<file path="config.mk">
export PLATFORM = sky130hd
export DESIGN_NAME = pd_tx_sequencer
export DESIGN_NICKNAME = d
export VERILOG_FILES = /design/src/rtl/pd_tx_sequencer.sv
export SDC_FILE = /design/constraint.sdc
export NUM_CORES = 1
export LEC_CHECK = 0
export ABC_AREA = 1
export CAP_MARGIN = 10
export CORE_AREA = 5 5 59 113
export DETAILED_ROUTE_END_ITERATION = 10
export DIE_AREA = 0 0 64 118
export PLACE_DENSITY = 0.82
export SYNTH_ARGS = -nofsm -noshare
export SYNTH_HDL_FRONTEND = slang
export SYNTH_SLANG_ARGS = --single-unit
</file>
<file path="constraint.sdc">
create_clock -name clk -period 1.6 [get_ports clk]
set_input_delay 0.32 -clock clk [delete_from_list [all_inputs] [get_ports clk]]
set_output_delay 0.32 -clock clk [all_outputs]
set_load 0.005 [all_outputs]
</file>
<file path="src/rtl/pd_tx_sequencer.sv">
module pd_tx_sequencer #(
  parameter int          CLK_KHZ   = 100000,
  parameter int          MAX_RETRY = 2,
  parameter int          PAY_SLOTS = 31,
  parameter logic [7:0]  PAY_BASE  = 8'h41,
  parameter logic [7:0]  CMD_ADDR  = 8'h3C
) (
  input  logic       clk,
  input  logic       rst_n,
  input  logic       req_valid,
  input  logic [5:0] req_len,
  input  logic       soft_rst_req,
  input  logic       frs_evt,
  output logic [4:0] pay_idx,
  input  logic [7:0] pay_byte,
  output logic       wr_en,
  output logic [7:0] wr_addr,
  output logic [7:0] wr_data,
  input  logic       alert_ok,
  input  logic       alert_fail,
  input  logic       alert_disc,
  output logic       clr_ok,
  output logic       clr_fail,
  output logic       clr_disc,
  output logic       pe_sent,
  output logic       pe_err,
  output logic       pe_disc,
  output logic       busy,
  output logic [2:0] msg_id
);
  localparam int TMO = (CLK_KHZ < 1) ? 1 : CLK_KHZ;
  localparam int TW  = $clog2(TMO + 1);
  localparam int RW  = $clog2(MAX_RETRY + 2);
  localparam logic [TW-1:0] TMO_LAST = TW'(TMO - 1);
  localparam logic [RW-1:0] RMAX     = RW'(MAX_RETRY);
  localparam logic [5:0]    SLOTS    = 6'(PAY_SLOTS);

  typedef enum logic [2:0] {S_IDLE, S_LOAD, S_CMD, S_WAIT, S_LRST} st_t;

  st_t           st;
  logic [5:0]    len;
  logic [4:0]    idx;
  logic [RW-1:0] retry;
  logic [TW-1:0] tmr;
  logic [2:0]    id;

  assign wr_en   = (st == S_LOAD) || (st == S_CMD);
  assign wr_addr = (st == S_CMD) ? CMD_ADDR : PAY_BASE + 8'(idx);
  assign wr_data = (st == S_CMD) ? {5'b0, id} : pay_byte;
  assign pay_idx = idx;
  assign busy    = (st != S_IDLE);
  assign msg_id  = id;

  always_ff @(posedge clk) begin
    if (!rst_n) begin
      st <= S_IDLE;  len <= '0;  idx <= '0;  retry <= '0;  tmr <= '0;  id <= '0;
      clr_ok <= 1'b0;  clr_fail <= 1'b0;  clr_disc <= 1'b0;
      pe_sent <= 1'b0; pe_err <= 1'b0;    pe_disc <= 1'b0;
    end else begin
      clr_ok <= 1'b0;  clr_fail <= 1'b0;  clr_disc <= 1'b0;
      pe_sent <= 1'b0; pe_err <= 1'b0;    pe_disc <= 1'b0;
      if (soft_rst_req || frs_evt) begin
        st <= S_LRST;  id <= '0;  retry <= '0;  idx <= '0;
      end else begin
        case (st)
          S_IDLE: if (req_valid) begin
            len   <= (req_len > SLOTS) ? SLOTS : req_len;
            idx   <= '0;
            retry <= '0;
            st    <= (req_len == 6'd0) ? S_CMD : S_LOAD;
          end
          S_LOAD: begin
            if ({1'b0, idx} == len - 6'd1) begin
              idx <= '0;
              st  <= S_CMD;
            end else
              idx <= idx + 5'd1;
          end
          S_CMD: begin
            tmr <= TMO_LAST;
            st  <= S_WAIT;
          end
          S_WAIT: begin
            if (alert_disc) begin
              clr_disc <= 1'b1;  pe_disc <= 1'b1;  id <= id + 3'd1;  st <= S_IDLE;
            end else if (alert_fail || (!alert_ok && tmr == '0)) begin
              clr_fail <= alert_fail;
              if (retry == RMAX) begin
                pe_err <= 1'b1;
                st     <= S_IDLE;
              end else begin
                retry <= retry + 1'b1;
                st    <= S_CMD;
              end
            end else if (alert_ok) begin
              clr_ok <= 1'b1;  pe_sent <= 1'b1;  id <= id + 3'd1;  st <= S_IDLE;
            end else
              tmr <= tmr - 1'b1;
          end
          default: st <= S_IDLE;
        endcase
      end
    end
  end


  payload_window_chk: assert property (@(posedge clk) disable iff (!rst_n)
    (wr_en && wr_addr != CMD_ADDR) |->
      (wr_addr >= PAY_BASE && 32'(wr_addr) < 32'(PAY_BASE) + PAY_SLOTS));

  sent_bumps_id_chk: assert property (@(posedge clk) disable iff (!rst_n)
    pe_sent |-> msg_id == $past(msg_id) + 3'd1);

  sent_clears_chk: assert property (@(posedge clk) disable iff (!rst_n)
    clr_ok |-> pe_sent);

  retry_bound_chk: assert property (@(posedge clk) disable iff (!rst_n)
    retry <= RMAX);

  softrst_zero_chk: assert property (@(posedge clk) disable iff (!rst_n)
    soft_rst_req |=> msg_id == 3'd0);

  one_report_chk: assert property (@(posedge clk) disable iff (!rst_n)
    $onehot0({pe_sent, pe_err, pe_disc}));
endmodule

</file>
## After elaboration in Yosys (flattened, before gate mapping)

Index checks and enable logic that the tools add are counted.

| operators by class | value |
|---|---|
| add/sub/neg operators | 6 |
| reduce and logical (&&, ||, !) cells | 24 |
| $mul | 0 |
| magnitude comparators | 1 |
| shift operators | 0 |
| divide/modulo/power cells | 0 |
| bitwise gates (word level) | 4 |
| muxes and demuxes | 30 |
| eq/ne operators | 17 |

Operators with widths:

| cell | count |
|---|---|
| 17-bit 2-to-1 mux | 3 |
| 17-bit one-hot mux with 2 select lines | 1 |
| 3-bit 2-to-1 mux | 9 |
| 17-bit zero test | 1 |
| 17-bit by 1-bit subtractor with 17-bit output, second input constant | 1 |
| 8-bit 2-to-1 mux | 2 |
| 2-bit != test, second input constant | 7 |
| 2-bit 2-to-1 mux | 6 |
| 3-bit one-hot mux with 4 select lines | 1 |
| 3-bit AND reduction | 4 |
| 5-bit 2-to-1 mux | 2 |
| 5-bit one-hot mux with 2 select lines | 1 |
| 5-bit AND reduction | 2 |
| 5-bit OR reduction | 2 |
| 7-bit by 5-bit adder with 8-bit output, first input constant | 1 |
| 2-bit nonzero test | 4 |
| 3-bit by 2-bit equality test with 1-bit output, second input constant | 2 |
| 5-bit by 6-bit equality test with 1-bit output | 1 |
| 6-bit by 5-bit > comparator with 1-bit output, second input constant | 1 |
| 6-bit zero test | 1 |
| 6-bit 2-to-1 mux | 1 |
| 6-bit by 1-bit subtractor with 6-bit output, second input constant | 1 |
| 5-bit by 1-bit adder with 5-bit output, second input constant | 1 |
| 5-bit != test, second input constant | 1 |
| 19 further kinds | 26 |

| word-level totals | value |
|---|---|
| input port bits | 22 |
| memories kept | 0 |
| RAM bits | 0 |
| flip-flop bits (word level) | 40 |
| output and inout port bits | 32 |
| memory bits (read-only) | 0 |
| latch bits | 0 |

## Depth between registers and ports, before layout

Gate-level depths: netlist of the first run.

| depth | value |
|---|---|
| word-level depth | 7 |
| gate-level depth with buffers | 14 |

## Worst setup path after synthesis of the first run

No wires, ideal clock.

| path | value |
|---|---|
| kind | register to register |
| start point | register tmr[0] |
| end point | register tmr[6] |
| path slack | 20 ps |
| clock period less this slack | 1580 ps |
| arrival time | 1443 ps |
| path buffers | 1 |
| library setup time | 137 ps |
| stages on the path, launching flop included | 13 |
| cell sequence | dfxtp_1 inv_1 ha_1 nand2_2 nor2_2 nand3_2 nand2_4 inv_2 nand2_4 nand2_4 buf_4 nand3_1 a21oi_2 |

| between the ends | value |
|---|---|
| cells in the longest elaborated chain, start to end | 5 |

Ends and longest elaborated chain:

| item | line | source |
|---|---|---|
| from (decl) | 44 | `logic [TW-1:0] tmr;` |
| from (signal assigned) | 98 | `tmr <= tmr - 1'b1;` |
| 17-bit by 1-bit subtractor with 17-bit output or 17-bit zero test (tied branches) | 98, 86 |  |
| 17-bit 2-to-1 mux or 1-bit logical AND (tied branches) | 95, 86 |  |
| 17-bit 2-to-1 mux or 1-bit logical OR (tied branches) | 86 | `end else if (alert_fail \|\| (!alert_ok && tmr == '0)) begin` |
| 17-bit 2-to-1 mux or 2-bit != test (tied branches) | n/a |  |
| 17-bit one-hot mux with 2 select lines or 5-bit AND reduction (tied branches) | n/a |  |

Parallel ways exist; a longest one is shown, timed or not. The select of a mux whose other input is x is not followed.
A chain may end at the register's enable or synchronous reset.

## Final worst setup path of the first run

| path | value |
|---|---|
| start point | register idx[1], in the netlist pay_idx[1] |
| end point | output wr_addr[3] |

| between the ends | value |
|---|---|
| cells in the longest elaborated chain, start to end | 2 |

Ends and longest elaborated chain:

| item | line | source |
|---|---|---|
| from (decl) | 42 | `logic [4:0] idx;` |
| from (signal assigned) | 77 | `idx <= idx + 5'd1;` |
| 7-bit by 5-bit adder with 8-bit output | 48 | `assign wr_addr = (st == S_CMD) ? CMD_ADDR : PAY_BASE + 8'(idx);` |
| 8-bit 2-to-1 mux | 48 |  |
| to (decl) | 17 | `output logic [7:0] wr_addr,` |

Every way passes these cells.

==> results of run 1 <==
[placed cells by master, fill, tap and decap left out, types with 4 or more instances in the layout]
cell and count:
sky130_fd_sc_hd__nand2_2 22, sky130_fd_sc_hd__nor3_1 7, sky130_fd_sc_hd__o21ai_0 4, sky130_fd_sc_hd__dfxtp_1 24
sky130_fd_sc_hd__buf_4 59, sky130_fd_sc_hd__nand4_1 6, sky130_fd_sc_hd__nand2_8 4, sky130_fd_sc_hd__inv_1 32
sky130_fd_sc_hd__a21oi_1 13, sky130_fd_sc_hd__nand2_1 71, sky130_fd_sc_hd__clkdlybuf4s50_1 32, sky130_fd_sc_hd__nand3_1 23
sky130_fd_sc_hd__buf_2 9, sky130_fd_sc_hd__xnor2_1 5, sky130_fd_sc_hd__nand2_4 9, sky130_fd_sc_hd__a211oi_1 4
sky130_fd_sc_hd__clkbuf_16 6, sky130_fd_sc_hd__inv_2 13, sky130_fd_sc_hd__or2_2 4, sky130_fd_sc_hd__xor2_1 7
sky130_fd_sc_hd__nor2_1 31, sky130_fd_sc_hd__buf_6 13, sky130_fd_sc_hd__a21oi_2 17, sky130_fd_sc_hd__nor2_4 6
sky130_fd_sc_hd__dfxtp_2 14, sky130_fd_sc_hd__nand3_2 9, sky130_fd_sc_hd__nand3_4 5, sky130_fd_sc_hd__nor2_2 10
[final cells by class]
| type | instances | area share |
|---|---|---|
| Clock buffer | 7 | 0.0357 |
| Inverter | 47 | 0.0425 |
| Multi-Input combinational cell | 281 | 0.442 |
| Tap cell | 61 | 0.0179 |
| Timing Repair Buffer | 124 | 0.262 |
| Clock inverter | 1 | 0.00703 |
| Sequential cell | 40 | 0.193 |
[critical path, stage by stage (launching register included)]
cell,delay [ns]
sky130_fd_sc_hd__dfxtp_2,0.37
sky130_fd_sc_hd__buf_4,0.15
sky130_fd_sc_hd__nand3_2,0.11
sky130_fd_sc_hd__xor2_1,0.26
sky130_fd_sc_hd__nand2_1,0.10
sky130_fd_sc_hd__buf_2,0.14
[final timing paths]
path / from / cells past startpoint / end / slack, ns
worst max-delay path: pay_idx[1] / 5 / wr_addr[3] / -0.15
worst min-delay path: len[5] / 2 / len[5] / 0.48
worst max register to register: st[2] / 11 / tmr[16] / -0.09
worst min register to register: len[5] / 2 / len[5] / 0.48
[stage by stage]
stage	power (mW)	cells	worst slack [ns]
floorplan	1.16	378	0.0201
global placement	1.29	528	-0.169
detailed placement	1.30	528	-0.165
CTS	2.53	547	-0.0925
global route	2.65	561	-0.196
finish	2.56	561	-0.148
[state kept, by name, summed over array words and instances (netlist names)]
| register | flops |
|---|---|
| st | 3 |
| tmr | 17 |
| pe_err | 1 |
| pay_idx | 5 |
| clr_fail | 1 |
| pe_disc | 1 |
| pe_sent | 1 |
| msg_id | 3 |
| len | 6 |
| retry | 2 |
[cells in the mapped netlist]
| cell | instances | share of area |
|---|---|---|
| sky130_fd_sc_hd__a211oi_1 | 4 | 0.012 |
| sky130_fd_sc_hd__a21oi_1 | 22 | 0.044 |
| sky130_fd_sc_hd__a21oi_2 | 8 | 0.028 |
| sky130_fd_sc_hd__a31oi_1 | 1 | 0.0025 |
| sky130_fd_sc_hd__buf_12 | 1 | 0.0080 |
| sky130_fd_sc_hd__buf_2 | 1 | 0.0020 |
| sky130_fd_sc_hd__buf_4 | 4 | 0.012 |
| sky130_fd_sc_hd__clkbuf_1 | 6 | 0.0090 |
| sky130_fd_sc_hd__conb_1 | 1 | 0.0015 |
| sky130_fd_sc_hd__dfxtp_1 | 40 | 0.32 |
| sky130_fd_sc_hd__ha_1 | 5 | 0.025 |
| sky130_fd_sc_hd__inv_1 | 45 | 0.068 |
| sky130_fd_sc_hd__inv_2 | 2 | 0.0030 |
| sky130_fd_sc_hd__nand2_1 | 95 | 0.14 |
| sky130_fd_sc_hd__nand2_2 | 5 | 0.013 |
| sky130_fd_sc_hd__nand2_4 | 3 | 0.014 |
| sky130_fd_sc_hd__nand2_8 | 1 | 0.0080 |
| sky130_fd_sc_hd__nand3_1 | 36 | 0.072 |
| sky130_fd_sc_hd__nand3_2 | 1 | 0.0040 |
| sky130_fd_sc_hd__nand4_1 | 6 | 0.015 |
| sky130_fd_sc_hd__nor2_1 | 44 | 0.066 |
| sky130_fd_sc_hd__nor2_2 | 3 | 0.0075 |
| sky130_fd_sc_hd__nor3_1 | 8 | 0.016 |
| sky130_fd_sc_hd__nor3_2 | 1 | 0.0040 |
| sky130_fd_sc_hd__nor3b_1 | 1 | 0.0030 |
| sky130_fd_sc_hd__nor4_1 | 1 | 0.0025 |
| sky130_fd_sc_hd__o211ai_1 | 3 | 0.0090 |
| sky130_fd_sc_hd__o21ai_0 | 7 | 0.014 |
| sky130_fd_sc_hd__o31ai_1 | 1 | 0.0030 |
| sky130_fd_sc_hd__or2_0 | 1 | 0.0025 |
| sky130_fd_sc_hd__or2_2 | 7 | 0.018 |
| sky130_fd_sc_hd__xnor2_1 | 5 | 0.018 |
| sky130_fd_sc_hd__xor2_1 | 9 | 0.032 |
[logic make-up after synthesis]
group,share of synthesized area
and+or+nand+nor,0.388
DFF,0.321
AOI/OAI and AO/OA,0.113
other,0.00150
buffers and inverters,0.102
adders and majority gates,0.0251
xor gates and xnor gates,0.0492
[metal layers]
metal / global-route usage / wire, um
met1: 0.216 / 3240
met2: 0.418 / 5780
met3: 0.0363 / 513
met4: 0.146 / 578
met5: 0 / 0
[power by group through the flow]
stage | Clock [mW] | Combinational (mW) | Sequential [mW]
finish | 1.23 | 0.330 | 1.01
global route | 1.28 | 0.359 | 1.01
CTS | 1.24 | 0.280 | 1.01
detailed placement | 0 | 0.271 | 1.03
global placement | 0 | 0.263 | 1.03
floorplan | 0 | 0.123 | 1.03
[what timing repair did]
item                                    4_1_cts  5_1_grt
cloned                                        2        2
resized for setup                           110      108
setup buffers                                 9       12
endpoints found under the setup margin       39       51
pin swaps                                    18       42
==> run metrics, run 1 <==
global placer's final weighted congestion 0.898; number of search-and-repair iterations in the first detailed-routing pass 5; Net Switching 0.580 mW; Synth warnings 0; global route total overflow 0; Final Util 0.748; CTS max path bufs 2; Syn Nets 405; unrepaired setup endpoints after global routing yes; final-layout worst hold slack 0.480 ns; P_int 1.98 mW; mean instance size in the synthesized netlist 6.59 um^2; final critical-path required period 1.75 ns; maximum fanout along the worst path 2; level count of the clock H-tree 2; GRT Util Overall 0.225; Final Cycle Share 1.09; number of DRC markers after the initial detailed-route iteration 265; part of the Yosys area used for sequential elements 0.321; fmax 572 MHz; # IOs 54; cells after synthesis 378; vias in the first global route 3028; TNS Setup -1.33 ns; Sequential Power Share 0.393; share of total power in the clock network 0.478; post-synthesis cell type count 33; insertion delay of the later-clocked pin in the worst-skew pair 0.29 ns; WL/cell 18.0 um; antenna fix cells 0; Placed Area 3400 um^2; post-detailed-route via-to-cell ratio 5.59; pin count of the biggest net entering global routing 22; number of sinks on the clock net 40; netlist area before placement 2490 um^2; crit path launch type register; critical path endpoint category output pin; number of buffers added by the clock tree synthesis step 5; WL final 10.1 mm; startpoint-to-endpoint class of the critical path register to output pin; Max Cap Viol 0; Starting Density 0.437; width of the die 64 um; Hold Violations, Final 0; Root Buffer sky130_fd_sc_hd__clkbuf_16; antenna violations before repair 0; outcome finished, violations left; required time at the endpoint of the critical path 1.28 ns; CTS Hold Buffers Added 0; post-route cell area 4270 um^2; power density relative to cell area 600 nW/um^2; chip height 118 um; number of endpoints failing setup at the final stage 35; I/O Buffers 52; floorplan die area 7550 um^2; total number of vias 3134; first-pass GRT wire length 13.8 mm; DP HPWL 5.73 mm; FF/Latch Area 826 um^2; Filler Cells Inserted 346; Final Max Tran Viols 0; TritonCTS clock tree done; Core Footprint 5710 um^2; fraction of layout instances using a drive strength above 1 0.452; DRC violation count after routing 0; failing checks negative setup slack; worst min path class register to register; final antenna-violating net count 0; worst-case setup margin in the final layout -0.148 ns; clk slew on worst S/H paths 0.06 ns; Max Clock Skew 0.00547 ns; # rows 39; area of the multi-input gates 1890 um^2; switching fraction of total power 0.226; net total in the final layout 526; combinational group share of total power 0.129; synthesis-to-layout area growth 71.3%; largest voltage drop on the vdd net 0.000814 V; arrival time of data at the critical path endpoint 1.43 ns; P_leak 1.91 nW; flip-flop and latch count after synthesis 40
Power figures use the tool's default switching activity.
==> inputs of run 2 (changes only) <==
--- a/config.mk
+++ b/config.mk
@@ -6,8 +6,8 @@
 export NUM_CORES = 1
 export LEC_CHECK = 0
 export ABC_AREA = 1
-export CAP_MARGIN = 10
 export CORE_AREA = 5 5 59 113
+export CTS_CLUSTER_DIAMETER = 100
 export DETAILED_ROUTE_END_ITERATION = 10
 export DIE_AREA = 0 0 64 118
 export PLACE_DENSITY = 0.82
==> results of run 2 <==
The final DEF is identical to that of run 1; final timing and power are the same.
==> inputs of run 3 (changes only) <==
--- a/config.mk
+++ b/config.mk
@@ -6,11 +6,11 @@
 export NUM_CORES = 1
 export LEC_CHECK = 0
 export ABC_AREA = 1
-export CORE_AREA = 5 5 59 113
+export CORE_AREA = 5 5 71 137
 export CTS_CLUSTER_DIAMETER = 100
 export DETAILED_ROUTE_END_ITERATION = 10
-export DIE_AREA = 0 0 64 118
-export PLACE_DENSITY = 0.82
+export DIE_AREA = 0 0 76 142
+export PLACE_DENSITY = 0.61
 export SYNTH_ARGS = -nofsm -noshare
 export SYNTH_HDL_FRONTEND = slang
 export SYNTH_SLANG_ARGS = --single-unit
==> run metrics, run 3 (synthesis results as in run 1) <==
arrival time of data at the critical path endpoint 1.82 ns (+0.39 ns); Root Buffer sky130_fd_sc_hd__clkbuf_16; Most Frequent Cell on Critical Path sky130_fd_sc_hd__nand2_4; most used cells in the layout excluding fill and tap cells 74 x sky130_fd_sc_hd__nand2_1, 72 x sky130_fd_sc_hd__buf_4, 31 x sky130_fd_sc_hd__inv_1, 31 x sky130_fd_sc_hd__clkdlybuf4s50_1, 27 x sky130_fd_sc_hd__nor2_1; number of search-and-repair iterations in the first detailed-routing pass 4 (-1); insertion delay of the later-clocked pin in the worst-skew pair 0.29 ns (about the same); Max Cap Viol 0 (unchanged); clk slew on worst S/H paths 0.06 ns (about the same); largest stage delay on the critical path 0.33 ns (-0.04 ns); Final Instance Count excl. Fillers 613 (+9.3%); Starting Density 0.290 (-0.146); power density relative to cell area 521 nW/um^2 (-13%); global placer's final weighted congestion 0.825 (-8.2%); Final Cycle Share 1.03 (-0.0579); vias in the first global route 2951 (-2.5%); Core Footprint 8590 um^2 (+50%); DRC violation count after routing 0 (unchanged); share of total power in the clock network 0.416 (-0.062); antenna fix cells 0 (unchanged); startpoint-to-endpoint class of the critical path register to register; crit path launch type register; fraction of layout instances using a drive strength above 1 0.474 (+0.0217); width of the die 76 um (+19%); # rows 48 (+23%); DP HPWL 6.03 mm (+5.2%); GRT Util Overall 0.151 (-0.0742); cell with the biggest individual delay on the critical path sky130_fd_sc_hd__dfxtp_2; Final Max Tran Viols 0 (unchanged); TritonCTS clock tree done; number of sinks on the clock net 40 (unchanged); net total in the final layout 540 (+2.7%); unrepaired setup endpoints after global routing yes; final critical-path required period 1.66 ns (-0.0926 ns); largest voltage drop on the vdd net 0.000344 V (-58%); maximum fanout along the worst path 8 (+6); dpl cells 586 (+11%); Max Clock Skew 0.00544 ns (-0.0000327 ns); number of endpoints failing setup at the final stage 7 (-80%); number of flip-flops under the largest register name 17 (unchanged); chip height 142 um (+20%); register bank with the most flops tmr; synthesis-to-layout area growth 77.8%; number of buffers added by the clock tree synthesis step 5 (unchanged); I/O Buffers 52 (unchanged); CTS max path bufs 2 (unchanged); worst-case setup margin in the final layout -0.0552 ns (+0.0926 ns); level count of the clock H-tree 2 (unchanged); # IOs 54 (unchanged); P_leak 2.01 nW (+5.0%); total number of vias 2968 (-5.3%); Final Util 0.516 (-0.232); switching fraction of total power 0.247 (+0.0204); global route total overflow 0 (unchanged); Design Power 2.31 mW (-9.9%); failing checks negative setup slack; critical path's top delay family simple AND/OR/NAND/NOR gates; outcome finished, violations left; first-pass GRT wire length 13.3 mm (-3.6%); most frequent standard cell in the layout excluding fill and tap cells sky130_fd_sc_hd__nand2_1; Hold Violations, Final 0 (unchanged); combinational group share of total power 0.148 (+0.019); antenna violations before repair 0 (unchanged); TNS Setup -0.154 ns (+1.18 ns); number of DRC markers after the initial detailed-route iteration 116 (-56%); fmax 604 MHz (+5.6%); Filler Cells Inserted 785 (+130%); required time at the endpoint of the critical path 1.76 ns (+0.48 ns); Cell Chain, Critical Path inv_2 -> ha_4 -> nand2_4 -> nor2_4 -> nand3_2 -> nand2_4 -> inv_4 -> nand2_4 -> nand2_8 -> buf_12 -> o211ai_1 -> a21oi_1; Net Switching 0.570 mW (-1.8%); Sequential Power Share 0.435 (+0.042); pin count of the biggest net entering global routing 22 (unchanged); final antenna-violating net count 0 (unchanged); floorplan die area 10800 um^2 (+43%); worst min path class register to register; P_int 1.74 mW (-12%); critical path endpoint category register; number of buffer and inverter instances along the worst setup path 3 (+1); final-layout worst hold slack 0.462 ns (-0.0180 ns); WL/cell 14.7 um (-18%); WL final 9.01 mm (-11%); post-detailed-route via-to-cell ratio 4.84 (-13%)
## run 3: metal layers
layer,vias to the layer above,global-route usage,routed length (um)
met5,-,0,0
met4,0,0.0750,367
met3,28,0.0272,272
met2,65,0.315,5360
met1,1400,0.130,3010
li1,1475,-,-
## run 3: layout make-up
class | instances | area (um^2) | area share
timing repair buffer | 136 | 1220 | 0.276
multi-input combinational | 282 | 1920 | 0.434
timing repair inverter | 1 | 7.51 | 0.00169
clock buffer | 6 | 129 | 0.0291
inverter | 47 | 185 | 0.0418
clock inverter | 1 | 5.00 | 0.00113
tap | 100 | 125 | 0.0282
sequential | 40 | 835 | 0.188
## run 3: worst paths after layout
kind	startpoint	endpoint	slack [ns]	cells past startpoint
hold reg to reg	len[5]	len[5]	0.46	2
setup / recovery	tmr[1]	tmr[2]	-0.06	12
hold / removal	len[5]	len[5]	0.46	2
setup reg to reg	tmr[1]	tmr[2]	-0.06	12
## run 3: tightest hold or removal path, cell delays in order, from the launching register on
cell and delay [ns]:
sky130_fd_sc_hd__dfxtp_1 0.30, sky130_fd_sc_hd__inv_1 0.06, sky130_fd_sc_hd__nor3_1 0.05
## run 3: power by group through the flow
stage / Clock (mW) / Sequential, mW / Combinational (mW)
detailed placement: 0 / 1.03 / 0.283
CTS: 0.995 / 1.01 / 0.288
global route: 1.02 / 1.01 / 0.375
floorplan: 0 / 1.03 / 0.123
global placement: 0 / 1.03 / 0.280
finish: 0.962 / 1.01 / 0.343
## run 3: what timing repair did
| item | in CTS | in global routing |
|---|---|---|
| pin swaps | 13 | 42 |
| cloned | 1 | 5 |
| endpoints found under the setup margin | 48 | 52 |
| hold buffers | 0 | 0 |
| setup buffers | 8 | 7 |
| resized for setup | 86 | 138 |
## run 3: through the flow
stage / worst slack, ns / instance area, um^2
6_report: -0.0552 / 4430
5_1_grt: -0.152 / 4430
4_1_cts: -0.137 / 3870
3_5_place_dp: -0.154 / 3610
3_3_place_gp: -0.136 / 3610
2_1_floorplan: 0.0201 / 2490
